`config.mk`:
```
export PLATFORM = sky130hd
export DESIGN_NAME = flcmd_sequencer
export DESIGN_NICKNAME = d
export VERILOG_FILES = /design/src/rtl/flcmd_pkg.sv /design/src/rtl/flcmd_decode.sv /design/src/rtl/flcmd_optimer.sv /design/src/rtl/flcmd_bank.sv /design/src/rtl/flcmd_sequencer.sv
export SDC_FILE = /design/constraint.sdc
export NUM_CORES = 1
export LEC_CHECK = 0
export BUFFER_PORTS_ARGS = -buffer_cell sky130_fd_sc_hd__buf_2
export CORE_MARGIN = 1.5
export CORE_UTILIZATION = 57
export CTS_BUF_LIST = sky130_fd_sc_hd__clkbuf_4 sky130_fd_sc_hd__clkbuf_8 sky130_fd_sc_hd__clkbuf_16
export CTS_CLUSTER_DIAMETER = 30
export DETAILED_ROUTE_END_ITERATION = 12
export PLACE_DENSITY = 0.8
export SLEW_MARGIN = 20
export SYNTH_ARGS = -nofsm -noshare
export SYNTH_HDL_FRONTEND = slang
export SYNTH_SLANG_ARGS = --single-unit
export TNS_END_PERCENT = 1
```
`constraint.sdc`:
```
create_clock -name clk -period 2.73 [get_ports clk]
set_clock_uncertainty 0.05 [all_clocks]
set_input_delay 0.4095 -clock clk [delete_from_list [all_inputs] [get_ports clk]]
set_output_delay 0.4095 -clock clk [all_outputs]
set_load 0.01 [all_outputs]
```
`src/rtl/flcmd_pkg.sv`:
```
package flcmd_pkg;

  typedef enum logic [2:0] {
    MD_READ    = 3'd0,
    MD_AUTOSEL = 3'd1,
    MD_PROG    = 3'd2,
    MD_ERASE   = 3'd3,
    MD_SUSP    = 3'd4,
    MD_ERROR   = 3'd5
  } bank_mode_e;

  typedef enum logic [2:0] {
    SQ_IDLE,
    SQ_UNL1,
    SQ_UNL2,
    SQ_PDATA,
    SQ_ESET,
    SQ_EUNL1,
    SQ_EUNL2
  } seq_e;

  // classification of one write cycle
  typedef struct packed {
    logic at_a1;    // offset is first unlock address
    logic at_a2;    // offset is second unlock address
    logic d_aa;
    logic d_55;
    logic d_prog;
    logic d_eset;
    logic d_asel;
    logic d_reset;
    logic d_susp;
    logic d_go;     // sector erase / resume byte
  } wr_class_t;

  localparam logic [15:0] OFS_UNLOCK1 = 16'h0555;
  localparam logic [15:0] OFS_UNLOCK2 = 16'h02AA;
  localparam logic [7:0]  BYTE_KEY1   = 8'hAA;
  localparam logic [7:0]  BYTE_KEY2   = 8'h55;
  localparam logic [7:0]  BYTE_PROG   = 8'hA0;
  localparam logic [7:0]  BYTE_ESET   = 8'h80;
  localparam logic [7:0]  BYTE_ASEL   = 8'h90;
  localparam logic [7:0]  BYTE_RESET  = 8'hF0;
  localparam logic [7:0]  BYTE_SUSP   = 8'hB0;
  localparam logic [7:0]  BYTE_GO     = 8'h30;

endpackage

```
`src/rtl/flcmd_decode.sv`:
```
module flcmd_decode
  import flcmd_pkg::*;
#(
  parameter int unsigned ADDR_W    = 12,
  parameter int unsigned DATA_W    = 8,
  parameter int unsigned NUM_BANKS = 2
) (
  input  logic [ADDR_W-1:0] addr,
  input  logic [DATA_W-1:0] data,
  output wr_class_t         cls,
  output logic [((NUM_BANKS > 1) ? $clog2(NUM_BANKS) : 1)-1:0] bank_sel
);
  localparam int unsigned BANK_W = (NUM_BANKS > 1) ? $clog2(NUM_BANKS) : 1;
  localparam int unsigned OFS_W  = ADDR_W - BANK_W;

  logic [OFS_W-1:0] ofs;
  logic [7:0]       cmd;

  assign ofs      = addr[OFS_W-1:0];
  assign bank_sel = addr[ADDR_W-1 -: BANK_W];
  assign cmd      = data[7:0];

  always_comb begin
    cls.at_a1   = (ofs == OFS_W'(OFS_UNLOCK1));
    cls.at_a2   = (ofs == OFS_W'(OFS_UNLOCK2));
    cls.d_aa    = (cmd == BYTE_KEY1);
    cls.d_55    = (cmd == BYTE_KEY2);
    cls.d_prog  = (cmd == BYTE_PROG);
    cls.d_eset  = (cmd == BYTE_ESET);
    cls.d_asel  = (cmd == BYTE_ASEL);
    cls.d_reset = (cmd == BYTE_RESET);
    cls.d_susp  = (cmd == BYTE_SUSP);
    cls.d_go    = (cmd == BYTE_GO);
  end

  if (DATA_W > 8) begin : g_hi_unused
    logic unused_hi;
    assign unused_hi = ^data[DATA_W-1:8];
  end

endmodule

```
`src/rtl/flcmd_optimer.sv`:
```
module flcmd_optimer #(
  parameter int unsigned LEN = 16
) (
  input  logic clk,
  input  logic rst_n,
  input  logic load,
  input  logic run,
  output logic zero
);
  localparam int unsigned CW = (LEN > 1) ? $clog2(LEN) : 1;

  logic [CW-1:0] cnt_q;

  always_ff @(posedge clk or negedge rst_n) begin
    if (!rst_n)                     cnt_q <= '0;
    else if (load)                  cnt_q <= CW'(LEN - 1);
    else if (run && cnt_q != '0)    cnt_q <= cnt_q - 1'b1;
  end

  assign zero = (cnt_q == '0);

endmodule

```
`src/rtl/flcmd_bank.sv`:
```
module flcmd_bank
  import flcmd_pkg::*;
#(
  parameter int unsigned PROG_CYCLES  = 16,
  parameter int unsigned ERASE_CYCLES = 64
) (
  input  logic       clk,
  input  logic       rst_n,
  input  logic       hit,
  input  wr_class_t  cls,
  input  logic       fail_req,
  output bank_mode_e mode,
  output logic       prog_start,
  output logic       erase_start
);
  bank_mode_e mode_q, mode_n;
  seq_e       seq_q, seq_n;
  logic       susp_q, susp_n;
  logic       ps_q, ps_n, es_q, es_n;
  logic       p_load, e_load, p_run, e_run, p_zero, e_zero;
  logic       base_mode;

  assign base_mode = (mode_q == MD_READ) || (mode_q == MD_SUSP);

  flcmd_optimer #(.LEN(PROG_CYCLES)) u_prog_tmr (
    .clk(clk), .rst_n(rst_n), .load(p_load), .run(p_run), .zero(p_zero)
  );

  flcmd_optimer #(.LEN(ERASE_CYCLES)) u_erase_tmr (
    .clk(clk), .rst_n(rst_n), .load(e_load), .run(e_run), .zero(e_zero)
  );

  assign p_run = (mode_q == MD_PROG) && !fail_req;
  assign e_run = (mode_q == MD_ERASE) && !fail_req && !(hit && cls.d_susp);

  always_comb begin
    mode_n = mode_q;
    seq_n  = seq_q;
    susp_n = susp_q;
    p_load = 1'b0;
    e_load = 1'b0;
    ps_n   = 1'b0;
    es_n   = 1'b0;
    unique case (mode_q)
      MD_PROG: begin
        if (fail_req)     mode_n = MD_ERROR;
        else if (p_zero)  mode_n = susp_q ? MD_SUSP : MD_READ;
      end
      MD_ERASE: begin
        if (fail_req)                 mode_n = MD_ERROR;
        else if (e_zero)              mode_n = MD_READ;
        else if (hit && cls.d_susp) begin
          mode_n = MD_SUSP;
          susp_n = 1'b1;
        end
      end
      MD_ERROR, MD_AUTOSEL: begin
        if (hit && cls.d_reset) mode_n = susp_q ? MD_SUSP : MD_READ;
      end
      default: begin
        if (hit) begin
          if (cls.d_reset) begin
            seq_n = SQ_IDLE;
          end else begin
            unique case (seq_q)
              SQ_IDLE: begin
                if (mode_q == MD_SUSP && cls.d_go) begin
                  mode_n = MD_ERASE;
                  susp_n = 1'b0;
                end else if (cls.d_aa && cls.at_a1) begin
                  seq_n = SQ_UNL1;
                end
              end
              SQ_UNL1:  seq_n = (cls.d_55 && cls.at_a2) ? SQ_UNL2 : SQ_IDLE;
              SQ_UNL2: begin
                seq_n = SQ_IDLE;
                if (cls.at_a1 && cls.d_prog)       seq_n  = SQ_PDATA;
                else if (cls.at_a1 && cls.d_asel)  mode_n = MD_AUTOSEL;
                else if (cls.at_a1 && cls.d_eset && mode_q == MD_READ)
                                                   seq_n  = SQ_ESET;
              end
              SQ_PDATA: begin
                seq_n  = SQ_IDLE;
                mode_n = MD_PROG;
                p_load = 1'b1;
                ps_n   = 1'b1;
              end
              SQ_ESET:  seq_n = (cls.d_aa && cls.at_a1) ? SQ_EUNL1 : SQ_IDLE;
              SQ_EUNL1: seq_n = (cls.d_55 && cls.at_a2) ? SQ_EUNL2 : SQ_IDLE;
              SQ_EUNL2: begin
                seq_n = SQ_IDLE;
                if (cls.d_go) begin
                  mode_n = MD_ERASE;
                  e_load = 1'b1;
                  es_n   = 1'b1;
                end
              end
              default:  seq_n = SQ_IDLE;
            endcase
          end
        end
      end
    endcase
  end

  always_ff @(posedge clk or negedge rst_n) begin
    if (!rst_n) begin
      mode_q <= MD_READ;
      seq_q  <= SQ_IDLE;
      susp_q <= 1'b0;
      ps_q   <= 1'b0;
      es_q   <= 1'b0;
    end else begin
      mode_q <= mode_n;
      seq_q  <= seq_n;
      susp_q <= susp_n;
      ps_q   <= ps_n;
      es_q   <= es_n;
    end
  end

  assign mode        = mode_q;
  assign prog_start  = ps_q;
  assign erase_start = es_q;

  AST_PROG_RESET_IGNORED: assert property (@(posedge clk) disable iff (!rst_n)
    (mode_q == MD_PROG && hit && cls.d_reset && !fail_req && !p_zero) |=> mode_q == MD_PROG);
  AST_ERASE_RESET_IGNORED: assert property (@(posedge clk) disable iff (!rst_n)
    (mode_q == MD_ERASE && hit && cls.d_reset && !fail_req && !e_zero) |=> mode_q == MD_ERASE);
  AST_AUTOSEL_HOLDS: assert property (@(posedge clk) disable iff (!rst_n)
    (mode_q == MD_AUTOSEL && !(hit && cls.d_reset)) |=> mode_q == MD_AUTOSEL);
  AST_ERROR_STICKY: assert property (@(posedge clk) disable iff (!rst_n)
    (mode_q == MD_ERROR && !(hit && cls.d_reset)) |=> mode_q == MD_ERROR);
  AST_PSTART_IN_PROG: assert property (@(posedge clk) disable iff (!rst_n)
    prog_start |-> mode_q == MD_PROG);
  AST_ESTART_IN_ERASE: assert property (@(posedge clk) disable iff (!rst_n)
    erase_start |-> (mode_q == MD_ERASE && !prog_start));
  AST_SUSPEND_TAKEN: assert property (@(posedge clk) disable iff (!rst_n)
    (mode_q == MD_ERASE && hit && cls.d_susp && !fail_req && !e_zero) |=> mode_q == MD_SUSP);
  AST_BUSY_FAILS: assert property (@(posedge clk) disable iff (!rst_n)
    ((mode_q == MD_PROG || mode_q == MD_ERASE) && fail_req) |=> mode_q == MD_ERROR);

endmodule

```
`src/rtl/flcmd_sequencer.sv`:
```
module flcmd_sequencer
  import flcmd_pkg::*;
#(
  parameter int unsigned ADDR_W       = 12,
  parameter int unsigned DATA_W       = 8,
  parameter int unsigned NUM_BANKS    = 2,
  parameter int unsigned PROG_CYCLES  = 16,
  parameter int unsigned ERASE_CYCLES = 64
) (
  input  logic                   clk,
  input  logic                   rst_n,
  input  logic                   wr_valid,
  output logic                   wr_ready,
  input  logic [ADDR_W-1:0]      wr_addr,
  input  logic [DATA_W-1:0]      wr_data,
  input  logic [NUM_BANKS-1:0]   fail_req,
  output logic [3*NUM_BANKS-1:0] bank_mode,
  output logic [NUM_BANKS-1:0]   prog_start,
  output logic [NUM_BANKS-1:0]   erase_start,
  output logic [NUM_BANKS-1:0]   busy,
  output logic [NUM_BANKS-1:0]   error
);
  localparam int unsigned BANK_W = (NUM_BANKS > 1) ? $clog2(NUM_BANKS) : 1;

  logic              rdy_q;
  logic              accept;
  wr_class_t         cls;
  logic [BANK_W-1:0] bank_sel;

  always_ff @(posedge clk or negedge rst_n) begin
    if (!rst_n) rdy_q <= 1'b0;
    else        rdy_q <= 1'b1;
  end

  assign wr_ready = rdy_q;
  assign accept   = wr_valid && rdy_q;

  flcmd_decode #(.ADDR_W(ADDR_W), .DATA_W(DATA_W), .NUM_BANKS(NUM_BANKS)) u_decode (
    .addr(wr_addr), .data(wr_data), .cls(cls), .bank_sel(bank_sel)
  );

  for (genvar b = 0; b < NUM_BANKS; b++) begin : g_bank
    bank_mode_e mode_w;
    logic       hit_w;

    assign hit_w = accept && (bank_sel == BANK_W'(b));

    flcmd_bank #(.PROG_CYCLES(PROG_CYCLES), .ERASE_CYCLES(ERASE_CYCLES)) u_bank (
      .clk(clk), .rst_n(rst_n), .hit(hit_w), .cls(cls), .fail_req(fail_req[b]),
      .mode(mode_w), .prog_start(prog_start[b]), .erase_start(erase_start[b])
    );

    assign bank_mode[3*b +: 3] = mode_w;
    assign busy[b]  = (mode_w == MD_PROG) || (mode_w == MD_ERASE);
    assign error[b] = (mode_w == MD_ERROR);

    AST_OTHER_BANK_QUIET: assert property (@(posedge clk) disable iff (!rst_n)
      (!hit_w && mode_w == MD_AUTOSEL) |=> mode_w == MD_AUTOSEL);
  end

  AST_READY_HELD: assert property (@(posedge clk) disable iff (!rst_n)
    wr_ready |=> wr_ready);

endmodule

```
== After elaboration in Yosys (flattened, before gate mapping) ==
Index checks and enable logic that the tools add are counted.

* Flip-flop bits (word level): 39
* Bits in writable memories: 0
* Input bits: 25
* Latch bits: 0
* Memories: 0
* Word-level logic and storage cells: 238
* ROM bits: 0

* Bitwise logic cells: 5
* Eq/ne operators: 60
* Multiply operators: 0
* Add/subtract/negate cells: 4
* Mux-type cells: 84
* Magnitude comparators: 0
* Div/mod/pow operators: 0
* Shifts and indexed selects: 0
* Reductions and logical operators: 70

{| class="wikitable"
|+ Operators by type and width
! cell !! number
|-
| 3-bit 2-to-1 mux || 36
|-
| 8-bit equality test, second input constant || 6
|-
| 1-bit 2-to-1 mux || 31
|-
| 3-bit equality test, second input constant || 10
|-
| 3-bit case mux with 5 select lines || 2
|-
| 1-bit logical AND || 26
|-
| 3-bit by 2-bit equality test with 1-bit output, second input constant || 8
|-
| 6-bit 2-to-1 mux || 4
|-
| 3-bit case mux with 4 select lines || 2
|-
| 10-bit AND reduction || 2
|-
| 2-bit nonzero test || 10
|-
| 3-bit case mux with 3 select lines || 2
|-
| 4-bit 2-to-1 mux || 4
|-
| 8-bit AND reduction || 2
|-
| 4-bit nonzero test || 4
|-
| 5-bit by 3-bit != test with 1-bit output, second input constant || 3
|-
| 5-bit by 4-bit != test with 1-bit output, second input constant || 3
|-
| 7-bit nonzero test || 2
|-
| 3-bit by 1-bit equality test with 1-bit output, second input constant || 4
|-
| 3-bit logical NOT || 4
|-
| 6-bit logical NOT || 2
|-
| 2-bit != test, second input constant || 6
|-
| 6-bit nonzero test || 2
|-
| 6-bit by 1-bit subtractor with 6-bit output, second input constant || 2
|-
| other kinds (23) || 46
|}

== Logic depth before layout (Yosys ltp) ==
* Depth in word-level cells: 8
* Mapped depth: 8

== Modules after synthesis ==
From an unflattened synthesis, not the netlist that was laid out.

* Cells, all modules: 326
* Area, all modules: 2890.3 um2

{| class="wikitable"
|+ By module, submodules not included
! module !! cells an instance !! times used !! area an instance (um2)
|-
| flcmd_bank || 85 || 2 || 709.4
|-
| flcmd_optimer (g_bank[0].u_bank.u_erase_tmr ...) || 40 || 2 || 387.9
|-
| flcmd_optimer (g_bank[0].u_bank.u_prog_tmr ...) || 21 || 2 || 219.0
|-
| flcmd_decode || 26 || 1 || 182.7
|-
| flcmd_sequencer || 8 || 1 || 75.1
|}

== Least setup slack after synthesis ==
Ideal clock, no wire load.

* Path type: input to register
* Start point: input wr_data[0]
* End point: register g_bank[1].u_bank.mode_q[2]
* Library setup time: 121 ps
* Slack: 154 ps
* Data arrival time: 2405 ps
* Required time: 2559 ps
* Cell stages on the path: 7
* Cell sequence: or4_4 > buf_6 > or4_4 > a211oi_2 > o21ai_2 > or2_1 > a22o_1

* Longest elaborated chain between the ends: 4

{| class="wikitable"
|+ RTL lines
! what !! RTL line !! source
|-
| from (decl) || flcmd_sequencer.sv:15 || <nowiki>input logic [DATA_W-1:0] wr_data,</nowiki>
|-
| 8-bit by 6-bit equality test with 1-bit output (tied with other cells) || flcmd_decode.sv:33 || <nowiki>cls.d_go = (cmd == BYTE_GO);</nowiki>
|-
| 1-bit logical AND (on tied branches) || n/a ||
|-
| 5-bit by 3-bit != test with 1-bit output (no source line) (tied with other cells) || n/a ||
|-
| 10-bit AND reduction (no source line) (*) || n/a ||
|-
| to (signal assigned) || flcmd_bank.sv:114 || <nowiki>mode_q <= mode_n;</nowiki>
|-
| to (decl) || flcmd_bank.sv:16 || <nowiki>bank_mode_e mode_q, mode_n;</nowiki>
|}

Mark *: on every way between the ends. The rest lies on a longest branch, timed or not.
A chain may end at the register's enable or synchronous reset.

== Final worst setup path ==
Same ends and word-level chain as after synthesis.

==> flow_summary.yaml <==
clock_network:
  clockRootBuffer: "clkbuf_8"
  clockBufferDepth: 2
  path_clk_slew_ns: 0.07
  ctsHoldBuffers: 0
  cts_buffers: 5
  htree_levels: 2
  clk_latency_ns: 0.29
  clock-sinks: 39
  cts_tree: "yes"
  cts_setup_buffers: 0
  cts.repair.resized: 0
outcome:
  outcome: "finished, final reports clean"
sta:
  timing.fmax_mhz: 419.5
  grt_setup_unrepaired: "false"
  fin_tns_setup_ns: 0
  slew_headroom: 0.4361
  setup_violations: 0
  fin_crit_ns: 2.384
  post-route-period-util: 0.8731
  worstMarginPinSlew_ns: 0.8458
  final-max-slew-violation-count: 0
  hold_viol: 0
critical_path:
  r2r-start: "g_bank[0].u_bank.mode[2]"
  r2r_slack_ns: 0.45
  critPathLaunchType: "input pin"
  timing.rr.end: "g_bank[0].u_bank.u_erase_tmr.cnt_q[3]"
  path_class: "input pin to flop"
  cp.required_ns: 2.87
  reg2regPathDepth: 6
  end_kind: "flop"
  cp.arrival_ns: 2.52
  worst-path-max-fanout: 4
final_layout:
  register_area_um2: 975.9
  multi_input_area_um2: 1486
  synthToLayoutAreaGrowth_pct: 13.75
  nNetsFinal: 387
  n_antenna_cell: 0
  fill_cells: 370
  layout-drive-gt1-share: 0.1821
  final_core_util: 0.6798
hold_path:
  hp-class: "input pin to async pin"
logic_synthesis:
  ys.flop_type: "dfrtp_1"
  yosysTopAreaCell: "dfrtp_1"
  synth_most_common_cell: "nand2_1"
  yosysTopAreaCellShare: 0.3725
  synth_common_cells: "nand2_1 (42), dfrtp_1 (39), inv_1 (21)"
  ys_warn_count: 0
  synth_area_um2: 2620
  syn-num-nets: 346
  syn_area_per_cell_um2: 8.318
  syn_inst: 315
  synth_cell_types: 58
  yosysSeqAreaShare: 0.3725
  synth_edf_count: 0
  ys_seq_elements: 39
  async_reset_ff_frac: 1.000
  synth_area_leaders: "dfrtp_1 (37%), nand2_1 (6.0%), a21oi_1 (3.4%)"
global_routing:
  grt_overflow: 0
  grt_pass1_wl_mm: 9.984
  grt_pass1_vias: 2293
  grt_max_degree: 40
  grt_usage: 0.2488
  grt_antenna_before_repair: 0
routing:
  wl_met3_um: 263
  drc_errors: 0
  wl_per_cell_um: 14.23
  drtPass1Iterations: 4
  wl_mm: 5.819
  wl_met1_mm: 2.630
  final_antenna_net_count: 0
  viasPerCell: 5.973
  drt_iter0_markers: 157
  top_layer: "met4"
  wl_met2_mm: 2.775
  dr_total_vias: 2443
placement:
  gp_congestion: 0.9657
  port_buffers: 39
  place_hpwl_mm: 4.447
floorplan:
  coreArea_um2: 4384
  start_util: 0.5976
  dieArea_um2: 5012
  die-height_um: 70.80
  io_pins: 40
  rows: 24
  die_x_um: 70.80
pwr:
  total_power_mw: 1.175
  power_density_nw_per_um2: 394.1
  peakVddDrop_v: 0.0002814
  p_leak_nw: 1.457
flow_run:
  cap_violations: 0
## layout by cell type, fill, tap and decap left out, types with 6 or more instances in the layout
master / Yosys / layout
a21oi_1: 18 / 18
buf_2: 0 / 39
buf_4: 4 / 10
clkbuf_8: 0 / 7
dfrtp_1: 39 / 39
ha_1: 6 / 6
inv_1: 21 / 21
nand2_1: 42 / 42
nand2b_1: 6 / 6
nand3_1: 13 / 13
nor2_1: 19 / 19
nor2b_1: 7 / 7
nor3_1: 11 / 11
nor4_1: 7 / 7
o21ai_0: 17 / 17
xnor2_1: 8 / 8
xor2_1: 8 / 8
## power breakdown
part / internal (mW) / total [mW] / leakage, nW / switching [mW]
Combinational: 0.0558 / 0.130 / 0.888 / 0.0739
Clock: 0.240 / 0.436 / 0.0549 / 0.195
Sequential: 0.589 / 0.609 / 0.514 / 0.0207
## cells by family after synthesis
kind of cell / after synthesis / share of synthesized area
simple gates: 144 / 0.2985
other cells: 1 / 0.001431
fa+ha+maj: 6 / 0.02865
flops: 39 / 0.3725
compound gates: 70 / 0.1738
buf+inv: 36 / 0.06018
xor+xnor: 16 / 0.05349
mux: 3 / 0.01146
## per-stage QoR
stage | std cells | hold WS [ns] | worst slack (ns) | area (um^2)
after global routing | 409 | 0.2486 | 0.2336 | 2980
after global placement | 401 | 0.4430 | 0.07938 | 2877
after floorplan | 315 | 0.06391 | 0.1539 | 2620
after CTS | 409 | 0.2055 | 0.3575 | 2980
after detailed placement | 401 | 0.4500 | 0.04720 | 2877
final | 409 | 0.1710 | 0.3465 | 2980
## routing by layer
metal  GRT usage  up-vias
li1            -     1212
met1      0.3247     1152
met2      0.4060       66
met3     0.03846       13
met4      0.1195        0
met5           0        -
## flip-flops by register name (all words and copies together) (netlist names)
name	cells
wr_ready	1
g_bank.u_bank.u_erase_tmr.cnt_q	12
g_bank.u_bank.susp_q	2
g_bank.u_bank.u_prog_tmr.cnt_q	8
g_bank.u_bank.erase_start	2
g_bank.u_bank.prog_start	2
g_bank.u_bank.mode	6
g_bank.u_bank.seq_q	6
## critical path, cell delays in order
cell and delay (ns):
buf_2 0.12, or4_4 0.55, or4_4 0.57, a211oi_2 0.28, o21ai_2 0.11, or2_1 0.25
a22o_1 0.23
## how the worst max path moves through the flow
stage                             startpoint  slack (ns)                               endpoint  cells past startpoint
finish                            wr_data[0]        0.35               g_bank[1].u_bank.mode[2]                      7
global route        g_bank[0].u_bank.mode[2]        0.23  g_bank[0].u_bank.u_erase_tmr.cnt_q[3]                      6
CTS                               wr_data[0]        0.36               g_bank[1].u_bank.mode[2]                      7
detailed placement                wr_data[0]        0.05               g_bank[1].u_bank.mode[2]                      7
global placement                  wr_data[0]        0.08               g_bank[1].u_bank.mode[2]                      7
floorplan                         wr_data[0]        0.15               g_bank[1].u_bank.mode[2]                      7
## final cells by class
| class | instances | area share |
|---|---|---|
| Timing Repair Buffer | 49 | 0.09068 |
| Inverter | 21 | 0.02645 |
| Sequential cell | 39 | 0.3275 |
| Tap cell | 52 | 0.02183 |
| Multi-Input combinational cell | 240 | 0.4987 |
| Clock buffer | 8 | 0.03484 |
No activity file was read; power rests on OpenSTA's default activity.
